==> config.mk <==
export PLATFORM = sky130hd
export DESIGN_NAME = frac_div_ctrl
export DESIGN_NICKNAME = d
export VERILOG_FILES = /design/src/rtl/frac_div_ctrl.sv
export SDC_FILE = /design/constraint.sdc
export NUM_CORES = 1
export LEC_CHECK = 0
export BUFFER_PORTS_ARGS = -buffer_cell sky130_fd_sc_hd__clkbuf_2
export CORE_MARGIN = 3
export CORE_UTILIZATION = 25
export DETAILED_ROUTE_END_ITERATION = 12
export SYNTH_ARGS = -nofsm -noshare
export SYNTH_HDL_FRONTEND = slang
export SYNTH_SLANG_ARGS = --single-unit
==> constraint.sdc <==
create_clock -name clk_osc -period 11.18 [get_ports clk_osc]
set_input_delay 1.118 -clock clk_osc [delete_from_list [all_inputs] [get_ports clk_osc]]
set_output_delay 1.118 -clock clk_osc [all_outputs]
set_load 0.02 [all_outputs]
==> src/rtl/frac_div_ctrl.sv <==
module frac_div_ctrl #(
  parameter int INT_W  = 8,
  parameter int FRAC_W = 16
) (
  input  logic               clk_osc,
  input  logic               rst_n,
  input  logic [INT_W-1:0]   int_part,
  input  logic [FRAC_W-1:0]  frac_word,
  input  logic [1:0]         order_sel,
  output logic               fb_clk,
  output logic [INT_W:0]     modulus
);
  localparam int MOD_W = INT_W + 1;
  localparam logic [MOD_W-1:0] ONE = MOD_W'(1);

  logic [MOD_W-1:0]  cnt_q, mod_q, next_mod;
  logic              fb_q;
  logic [FRAC_W-1:0] acc1, acc2, acc3;
  logic              c1, c2, c3, c2d, c3d, c3dd;
  logic [FRAC_W:0]   sum1, sum2, sum3;
  logic signed [3:0] d1, d2, d3, dy;
  logic              tc;

  assign tc   = (cnt_q == '0);
  assign sum1 = {1'b0, acc1} + {1'b0, frac_word};
  assign sum2 = {1'b0, acc2} + {1'b0, sum1[FRAC_W-1:0]};
  assign sum3 = {1'b0, acc3} + {1'b0, sum2[FRAC_W-1:0]};

  assign d1 = $signed({3'b000, c1});
  assign d2 = $signed({3'b000, c2}) - $signed({3'b000, c2d});
  assign d3 = $signed({3'b000, c3}) - $signed({2'b00, c3d, 1'b0}) + $signed({3'b000, c3dd});

  always_comb begin
    case (order_sel)
      2'd1:    dy = d1;
      2'd2:    dy = d1 + d2;
      2'd3:    dy = d1 + d2 + d3;
      default: dy = 4'sd0;
    endcase
  end

  assign next_mod = {1'b0, int_part} + {{(MOD_W-4){dy[3]}}, dy};

  always_ff @(posedge clk_osc or negedge rst_n) begin
    if (!rst_n) begin
      cnt_q <= '0;
      mod_q <= '0;
      fb_q  <= 1'b0;
      acc1  <= '0;
      acc2  <= '0;
      acc3  <= '0;
      c1    <= 1'b0;
      c2    <= 1'b0;
      c3    <= 1'b0;
      c2d   <= 1'b0;
      c3d   <= 1'b0;
      c3dd  <= 1'b0;
    end else if (tc) begin
      cnt_q <= next_mod - ONE;
      mod_q <= next_mod;
      fb_q  <= 1'b1;
      acc1  <= sum1[FRAC_W-1:0];
      acc2  <= sum2[FRAC_W-1:0];
      acc3  <= sum3[FRAC_W-1:0];
      c1    <= sum1[FRAC_W];
      c2    <= sum2[FRAC_W];
      c3    <= sum3[FRAC_W];
      c2d   <= c2;
      c3d   <= c3;
      c3dd  <= c3d;
    end else begin
      cnt_q <= cnt_q - ONE;
      if (cnt_q == (mod_q >> 1)) fb_q <= 1'b0;
    end
  end

  assign fb_clk  = fb_q;
  assign modulus = mod_q;
endmodule


# Yosys cells after proc, flatten, opt, wreduce, memory -nomap -nowiden
# Cells that the tools add are included.
[word_totals]
in_bits = 28
ff_bits = 73
[op_classes]
n_reduce_logical = 2
n_mux = 4
eq_ne = 4
n_addsub = 11
[op_table]
columns = ["op", "n"]
rows = [
  ["adder 16 x 16 -> 17 bit", 3],
  ["subtractor 9 x 1 -> 9 bit (second input constant)", 2],
  ["case mux 4 bit (3 select lines)", 1],
  ["adder 8 x 9 -> 9 bit", 1],
  ["== test 9 x 8 -> 1 bit", 1],
  ["logical NOT 9 bit", 1],
  ["2-to-1 mux 9 bit", 1],
  ["adder 3 x 2 -> 4 bit", 1],
  ["adder 3 x 4 -> 4 bit", 1],
  ["== test 2 bit (second input constant)", 2],
  ["adder 2 x 2 -> 3 bit", 1],
  ["subtractor 1 x 2 -> 3 bit", 1],
  ["== test 2 x 1 -> 1 bit (second input constant)", 1],
  ["2-to-1 mux 1 bit", 2],
  ["nonzero test 2 bit", 1],
  ["subtractor 1 x 1 -> 2 bit", 1],
]

# Logic depth before layout (Yosys ltp)
# Gate-level depths: netlist (run 1).
[depth]
word_depth = 7
mapped_depth = 22

# Worst setup path after synthesis (run 1)
# Ideal clock, no wire load.
[synth_path]
kind = "input to register"
start = "input frac_word[0]"
end = "register c3"
n_path_buf = 0
path_slack_ns = 6.016
t_arrival_ns = 5.042
cell_stages = 19
path_cell_list = "ha_1 fa_1 a21oi_1 o21bai_1 a211oi_1 nor2_1 xor2_1 ha_1 a21o_1 a21o_1 a221oi_1 o21ai_0 xnor2_1 ha_1 a21o_1 a21o_1 a21oi_1 o211a_1 a21oi_2"
[synth_via]
elab_chain_len = 3
[synth_lines]
columns = ["element", "line", "rtl"]
rows = [
  ["from (decl)", "8", "input logic [FRAC_W-1:0] frac_word,"],
  ["adder 16 x 16 -> 17 bit", "25", "assign sum1 = {1'b0, acc1} + {1'b0, frac_word};"],
  ["net sum1[8]", "20", "logic [FRAC_W:0] sum1, sum2, sum3;"],
  ["adder 16 x 16 -> 17 bit", "26", "assign sum2 = {1'b0, acc2} + {1'b0, sum1[FRAC_W-1:0]};"],
  ["net sum2[13]", "20", ""],
  ["adder 16 x 16 -> 17 bit", "27", "assign sum3 = {1'b0, acc3} + {1'b0, sum2[FRAC_W-1:0]};"],
  ["to (signal assigned)", "67", "c3 <= sum3[FRAC_W];"],
  ["to (decl)", "19", "logic c1, c2, c3, c2d, c3d, c3dd;"],
]
# The timed path passes the listed nets, and every way through them passes these cells.
# A chain may end at the register's enable or synchronous reset.

# Worst setup path in the final report (run 1)
# Ends and elaborated chain as after synthesis.

==> results_dict.tcl, run 1 <==
set metrics [dict create \
    run_status "completed" \
    num_vias 4529 \
    rsz0062_at_grt "no" \
    syn_avg_cell_area_um2 8.98 \
    hold_buffers 0 \
    rr_startpoint "acc1[0]" \
    firstDrtPassIters 4 \
    ys_async_sr_fraction 1.00 \
    worst_pin_slew_ns 0.966 \
    wl_um 12400 \
    nets 756 \
    clk_pin_slew_ns 0.06 \
    grt_usage 0.107 \
    crit_chain "clkbuf_2 > ha_1 > fa_1 > a21oi_1 > o21bai_1 > a211oi_1 > nor2_1 > xor2_1 > ha_1 > a21o_1 > a21o_1 > a221oi_1 > o21ai_0 > xnor2_1 > ha_1 > a21o_1 > a21o_1 > a21oi_1 > o211a_1 > a21oi_2" \
    diodes 0 \
    slowest_delay_ns 0.47 \
    top_usage_layer "met2" \
    drt_iter0_drc 154 \
    crit_arrival_ns 5.61 \
    hold_end "acc1[0]" \
    min_period_over_period 0.484 \
    gp_congestion 0.807 \
    rows 54 \
    hold_path_class "flop to flop" \
    final_cell_mix "113 x nand2_1, 73 x dfrtp_1, 59 x ha_1" \
    cpMaxStageDelayCell "a221oi_1" \
    path_common_cell "a21o_1" \
    synth_ff_type "dfrtp_1" \
    slew_headroom 0.356 \
    cp-start-kind "input pin" \
    layout_min_cycle_time_ns 5.41 \
    tns_ns 0 \
    pre_cts_ws_ns 5.44 \
    finish.utilization 0.292 \
    ctsRootBufferMaster "clkbuf_16" \
    crit_family "compound AO/OA/AOI/OAI gates" \
    synth-edff-count 0 \
    area_growth_pct 13.8 \
    grt_pass1_vias 4540 \
    hold_viol_final 0 \
    ant_nets 0 \
    viasPerCell 4.78 \
    die_w_um 157 \
    setup_viol 0 \
    endpoint_kind "flop" \
    die-area_um2 24600 \
    core-area_um2 22100 \
    drive_gt1_frac 0.117 \
    fillers 2292 \
    rr_worst_depth 19 \
    clk_path_buf_depth 2 \
    ys_seq_area_frac 0.322 \
    rr_endpoint "c3" \
    gr-usage-met1 0.146 \
    grt_max_degree 74 \
    cts_setup_buffers 0 \
    finalClockSkew_ns 0.00626 \
    grt_pass1_wl_um 21600 \
    ctsResizeCount 0 \
    worst_slack_ns 5.77 \
    hold_path_depth 2 \
    crit_required_ns 11.39 \
    wire_per_inst_um 13.1 \
    ys_warn_count 0 \
    regToRegSetupSlack_ns 6.25 \
    netlist_area_um2 5680 \
    syn_inst 632 \
    numCtsBuffers 9 \
    synth_cell_types 67 \
    max-cap-violations 0 \
    cts.sinks 73 \
    synth-seq-cells 73 \
    worst-path-buf-inv 1 \
    cts_htree_levels 3 \
    overflow 0 \
    cts_tree "done" \
    use_met3 0.0177 \
    drcViolationCount 0 \
    final_common_cell "nand2_1" \
    worst-setup-path-type "input pin to flop" \
    drv_slew 0 \
    portBuffers 37 \
    dp_hpwl_um 8920 \
    hold_start "acc1[0]" \
    fp.dieH_um 157 \
    syn_nets 725 \
    io_pins 38 \
    antenna_found_initial 0 \
    crit_fanout 6 \
    clock.fmax_ghz 0.185 \
    grt_use_met2 0.170 \
    start_util 0.257 \
    insertion_delay_ns 0.34 \
]
-- per-layer routing --
metal	vias to the layer above	wire (um)
met2	71	5650
met1	2111	6130
li1	2331	-
met3	16	357
met4	0	242
met5	-	0
-- area by class of cell --
| type | instances | area, um2 | share of cell area |
|---|---|---|---|
| Sequential cell | 73 | 1830 | 0.283 |
| Tap cell | 280 | 350 | 0.0542 |
| Multi-Input combinational cell | 514 | 3650 | 0.565 |
| Clock buffer | 10 | 239 | 0.0370 |
| Timing Repair Buffer | 39 | 203 | 0.0314 |
| Clock inverter | 6 | 90.1 | 0.0139 |
| Inverter | 26 | 97.6 | 0.0151 |
-- metrics by stage --
stage | hold slack (ns) | cells | instance area (um2)
after floorplan | 0.450 | 632 | 5680
after global placement | 0.462 | 932 | 6130
after detailed placement | 0.468 | 932 | 6130
after CTS | 0.483 | 948 | 6460
after global routing | 0.509 | 948 | 6460
final | 0.483 | 948 | 6460
-- registers in the layout, indices dropped and copies added (netlist names) --
name and flops:
modulus 9, c1 1, acc3 16, fb_clk 1
acc2 16, c3d 1, c2d 1, c3 1
c2 1, cnt_q 9, acc1 16, c3dd 1
-- worst min-delay path, stage by stage (launching register included) --
cell and delay (ns):
dfrtp_1 0.35, nand2_1 0.05, nand2_1 0.05
-- Yosys cell counts (2+ instances only) --
| cell type | n | share of area |
|---|---|---|
| nand2_1 | 113 | 0.075 |
| dfrtp_1 | 73 | 0.32 |
| ha_1 | 59 | 0.13 |
| xnor2_1 | 38 | 0.059 |
| a21oi_1 | 35 | 0.031 |
| nor2_1 | 28 | 0.019 |
| inv_1 | 26 | 0.017 |
| o21ai_0 | 25 | 0.022 |
| a21o_1 | 24 | 0.032 |
| xor2_1 | 22 | 0.034 |
| o21ai_1 | 21 | 0.019 |
| mux2_2 | 11 | 0.022 |
| buf_2 | 10 | 0.0088 |
| nand3_1 | 9 | 0.0079 |
| nand4_1 | 8 | 0.0088 |
| o21bai_1 | 8 | 0.011 |
| o21a_1 | 7 | 0.0093 |
| clkbuf_1 | 6 | 0.0040 |
| fa_1 | 6 | 0.021 |
| nand2b_1 | 6 | 0.0066 |
| nor3_1 | 6 | 0.0053 |
| or3_1 | 6 | 0.0066 |
| a211o_1 | 5 | 0.0077 |
| a31oi_1 | 5 | 0.0055 |
| a211oi_1 | 4 | 0.0053 |
| nor2b_1 | 4 | 0.0044 |
| o211ai_1 | 4 | 0.0053 |
| a31o_1 | 3 | 0.0046 |
| and3_1 | 3 | 0.0033 |
| mux2i_1 | 3 | 0.0053 |
| nor3b_1 | 3 | 0.0040 |
| nor4b_1 | 3 | 0.0046 |
| a2111o_1 | 2 | 0.0040 |
| a2111oi_0 | 2 | 0.0031 |
| a21bo_2 | 2 | 0.0035 |
| a21boi_0 | 2 | 0.0026 |
| a221o_1 | 2 | 0.0035 |
| a22oi_1 | 2 | 0.0026 |
| a2bb2oi_1 | 2 | 0.0031 |
| and2_1 | 2 | 0.0022 |
| buf_6 | 2 | 0.0040 |
| nor4_1 | 2 | 0.0022 |
| o2111ai_1 | 2 | 0.0031 |
| o211a_1 | 2 | 0.0035 |
| o31ai_1 | 2 | 0.0026 |
-- worst max path at each step --
stage / slack [ns] / depth (start not counted) / from / endpoint
after CTS: 5.81 / 20 / frac_word[0] / c3
after floorplan: 6.02 / 19 / frac_word[0] / c3
after detailed placement: 5.44 / 20 / frac_word[0] / c3
after global routing: 5.44 / 20 / frac_word[0] / c3
after global placement: 5.51 / 20 / frac_word[0] / c3
final: 5.77 / 20 / frac_word[0] / c3
-- cell families after synthesis --
group / after synthesis / synth area share
compound gates: 174 / 0.208
xor+xnor: 60 / 0.0926
buf+inv: 45 / 0.0353
flops: 73 / 0.322
fa+ha+maj: 65 / 0.151
mux: 15 / 0.0291
simple gates: 200 / 0.162
Power of run 1 is left out: the tool's default activity adds up to more than one toggle a clock period on the data nets, which glitch-free logic cannot reach.
==> run 2: changes to the inputs <==
--- a/config.mk
+++ b/config.mk
@@ -5,6 +5,7 @@
 export SDC_FILE = /design/constraint.sdc
 export NUM_CORES = 1
 export LEC_CHECK = 0
+export ABC_AREA = 1
 export BUFFER_PORTS_ARGS = -buffer_cell sky130_fd_sc_hd__clkbuf_2
 export CORE_MARGIN = 3
 export CORE_UTILIZATION = 25
==> constraint.sdc (replaced) <==
create_clock -name clk_osc -period 4.4 [get_ports clk_osc]
set_input_delay 0.44 -clock clk_osc [delete_from_list [all_inputs] [get_ports clk_osc]]
set_output_delay 0.44 -clock clk_osc [all_outputs]
set_load 0.02 [all_outputs]
==> run 2 against run 1 <==
Critical path depth up 1. Global-route usage down 0.062 points. Routed wire length grew 3.9%. Die area fell by 0.19%. Clock-buffer cell count fell by 1. Hold slack worse by 0.24 ns. Largest cell class unchanged. Non-clock buffer count up 11. Clock skew shrank 0.00059 ns. Via count increased by 7.4%. Register-to-register slack got worse by 6.0 ns.
==> results_dict.tcl, run 2 <==
set metrics [dict create \
    hold_viol_final 0 \
    finalClockSkew_ns 0.00567 \
    synth_ff_type "dfrtp_1" \
    finish.utilization 0.303 \
    dp_hpwl_um 9500 \
    die_w_um 157 \
    netlist_area_um2 5670 \
    synth_compound_area_frac 0.123 \
    clock.fmax_ghz 0.242 \
    synth.area.mux_share 0 \
    setup_viol 0 \
    fillers 2374 \
    slew_headroom 0.366 \
    antenna_found_initial 0 \
    min_period_over_period 0.939 \
    worst-setup-path-type "flop to flop" \
    insertion_delay_ns 0.34 \
    grt_max_degree 74 \
    diodes 0 \
    ant_nets 0 \
    stdcell_count 1078 \
    cp-start-kind "flop" \
    syn_inst 746 \
    cts_tree "done" \
    ys_async_sr_fraction 1.00 \
    dp.cells 1054 \
    synth_common_cells "228 x nand2_1, 77 x inv_1, 73 x dfrtp_1, 59 x ha_1, 42 x a21oi_1" \
    wl_um 12900 \
    cts_htree_levels 3 \
    nets 886 \
    synth-edff-count 0 \
    viasPerCell 4.51 \
    synthSimpleGateAreaFrac 0.270 \
    peakVddDrop_v 0.000173 \
    die-area_um2 24500 \
    core-area_um2 22000 \
    synth_top_cell_by_area "dfrtp_1" \
    hold_buffers 0 \
    synth_top_area_frac 0.322 \
    top_usage_layer "met2" \
    drv_slew 0 \
    layout_min_cycle_time_ns 4.13 \
    powerDensity_nw_per_um2 325 \
    clk_pin_slew_ns 0.06 \
    grt_use_met2 0.170 \
    io_pins 38 \
    start_util 0.257 \
    leakagePower_nw 3.18 \
    drcViolationCount 0 \
    worst_slack_ns 0.268 \
    synthAdderAreaFrac 0.151 \
    firstDrtPassIters 7 \
    drive_gt1_frac 0.160 \
    yosysMostFrequentCell "nand2_1" \
    gr-usage-met1 0.150 \
    drt_iter0_drc 270 \
    hold_path_class "input pin to async pin" \
    synth-xor-area-share 0.0696 \
    crit_required_ns 4.63 \
    crit_fanout 4 \
    synth_top_family_by_area "simple AND/OR/NAND/NOR gates" \
    syn_avg_cell_area_um2 7.60 \
    clk_path_buf_depth 2 \
    grt_pass1_wl_um 21900 \
    ys_seq_area_frac 0.322 \
    use_met3 0.0218 \
    grt_pass1_vias 4670 \
    grt_usage 0.106 \
    rows 54 \
    max-cap-violations 0 \
    ctsRootBufferMaster "clkbuf_16" \
    portBuffers 37 \
    overflow 0 \
    final_cell_mix "228 x nand2_1, 76 x inv_1, 73 x dfrtp_1" \
    num_vias 4864 \
    synth_cell_types 43 \
    ys_warn_count 0 \
    gp_congestion 0.823 \
    final_common_cell "nand2_1" \
    cts.sinks 73 \
    fp.dieH_um 157 \
    endpoint_kind "flop" \
    pre_cts_ws_ns -0.0447 \
    crit_arrival_ns 4.36 \
    wire_per_inst_um 11.9 \
    numCtsBuffers 9 \
    run_status "completed" \
    synth-seq-cells 73 \
    area_growth_pct 18.0 \
    netlist_top_cells_area "dfrtp_1 32%, nand2_1 15%, ha_1 13%, inv_1 5.1%, xor2_1 4.2%" \
    reg_top3 "acc1: 16 flops, acc2: 16 flops, acc3: 16 flops" \
    worst_pin_slew_ns 0.952 \
    syn_nets 839 \
]
run 2: cells by family after synthesis:
family | after synthesis
AOI/OAI and AO/OA | 121
xor gates and xnor gates | 45
adders and majority gates | 65
buffers and inverters | 93
DFF | 73
and+or+nand+nor | 349
run 2: routing by layer:
metal  up-vias  wire, um
met5         -         0
met4         0       124
met3        12       407
met2        73      5780
met1      2226      6560
li1       2553         -
run 2: path summary, 6_finish.rpt:
kind	from	end	slack [ns]	depth (start not counted)
setup / recovery	acc1[0]	acc3[12]	0.27	21
hold reg to reg	modulus[0]	modulus[0]	0.47	2
hold / removal	rst_n	modulus[7]	0.24	1
setup reg to reg	acc1[0]	acc3[12]	0.27	21
min in group clk_osc	frac_word[0]	acc1[0]	0.47	4
max in group asynchronous	rst_n	acc1[5]	3.54	1
run 2: where the power goes:
part           internal (mW)  leakage, nW  switching (mW)
combinational          0.287         2.34           0.414
sequential             0.671        0.686     0.000000227
clock                  0.497        0.152           0.305
total                   1.45         3.18           0.720
run 2: critical path, stage by stage (launching register included):
cell       delay (ns)
dfrtp_1          0.38
ha_1             0.22
fa_2             0.38
nand2_1          0.10
o211ai_2         0.15
xor2_1           0.19
ha_1             0.35
a21oi_1          0.15
o21ai_0          0.08
a21oi_1          0.18
nor2_1           0.12
nor2_2           0.19
xnor2_1          0.18
ha_1             0.31
buf_4            0.15
nand2_1          0.09
nor2_1           0.06
nand3_1          0.11
o2111ai_2        0.18
or2_2            0.31
nand3_1          0.06
nand2_1          0.05
run 2: repair_timing:
| action | in CTS | in global routing |
|---|---|---|
| endpoints found under the setup margin | 0 | 6 |
| gates resized for setup | 0 | 24 |
| buffers inserted | 0 | 8 |
| hold endpoints to repair | 0 | 0 |
run 2: metrics by stage:
stage                     TNS, ns  instance area [um2]  hold slack (ns)  power, mW
after floorplan                 0                 5670            0.144       1.16
after global placement          0                 6190            0.454       1.32
after detailed placement  -0.0447                 6190            0.459       1.32
after CTS                       0                 6500            0.300       2.14
after global routing      -0.0492                 6680            0.347       2.32
final                           0                 6680            0.243       2.17
run 2: cell type report:
cell class              instances  area, um2  share of cell area
clock buffers                   9        225              0.0337
clock inverters                 7       93.8              0.0140
inverters                      79        297              0.0444
multi-input cells             580       3610               0.539
flip-flops and latches         73       1830               0.273
well taps                     280        350              0.0524
repair buffers                 50        285              0.0427
Power figures use the tool's default switching activity.
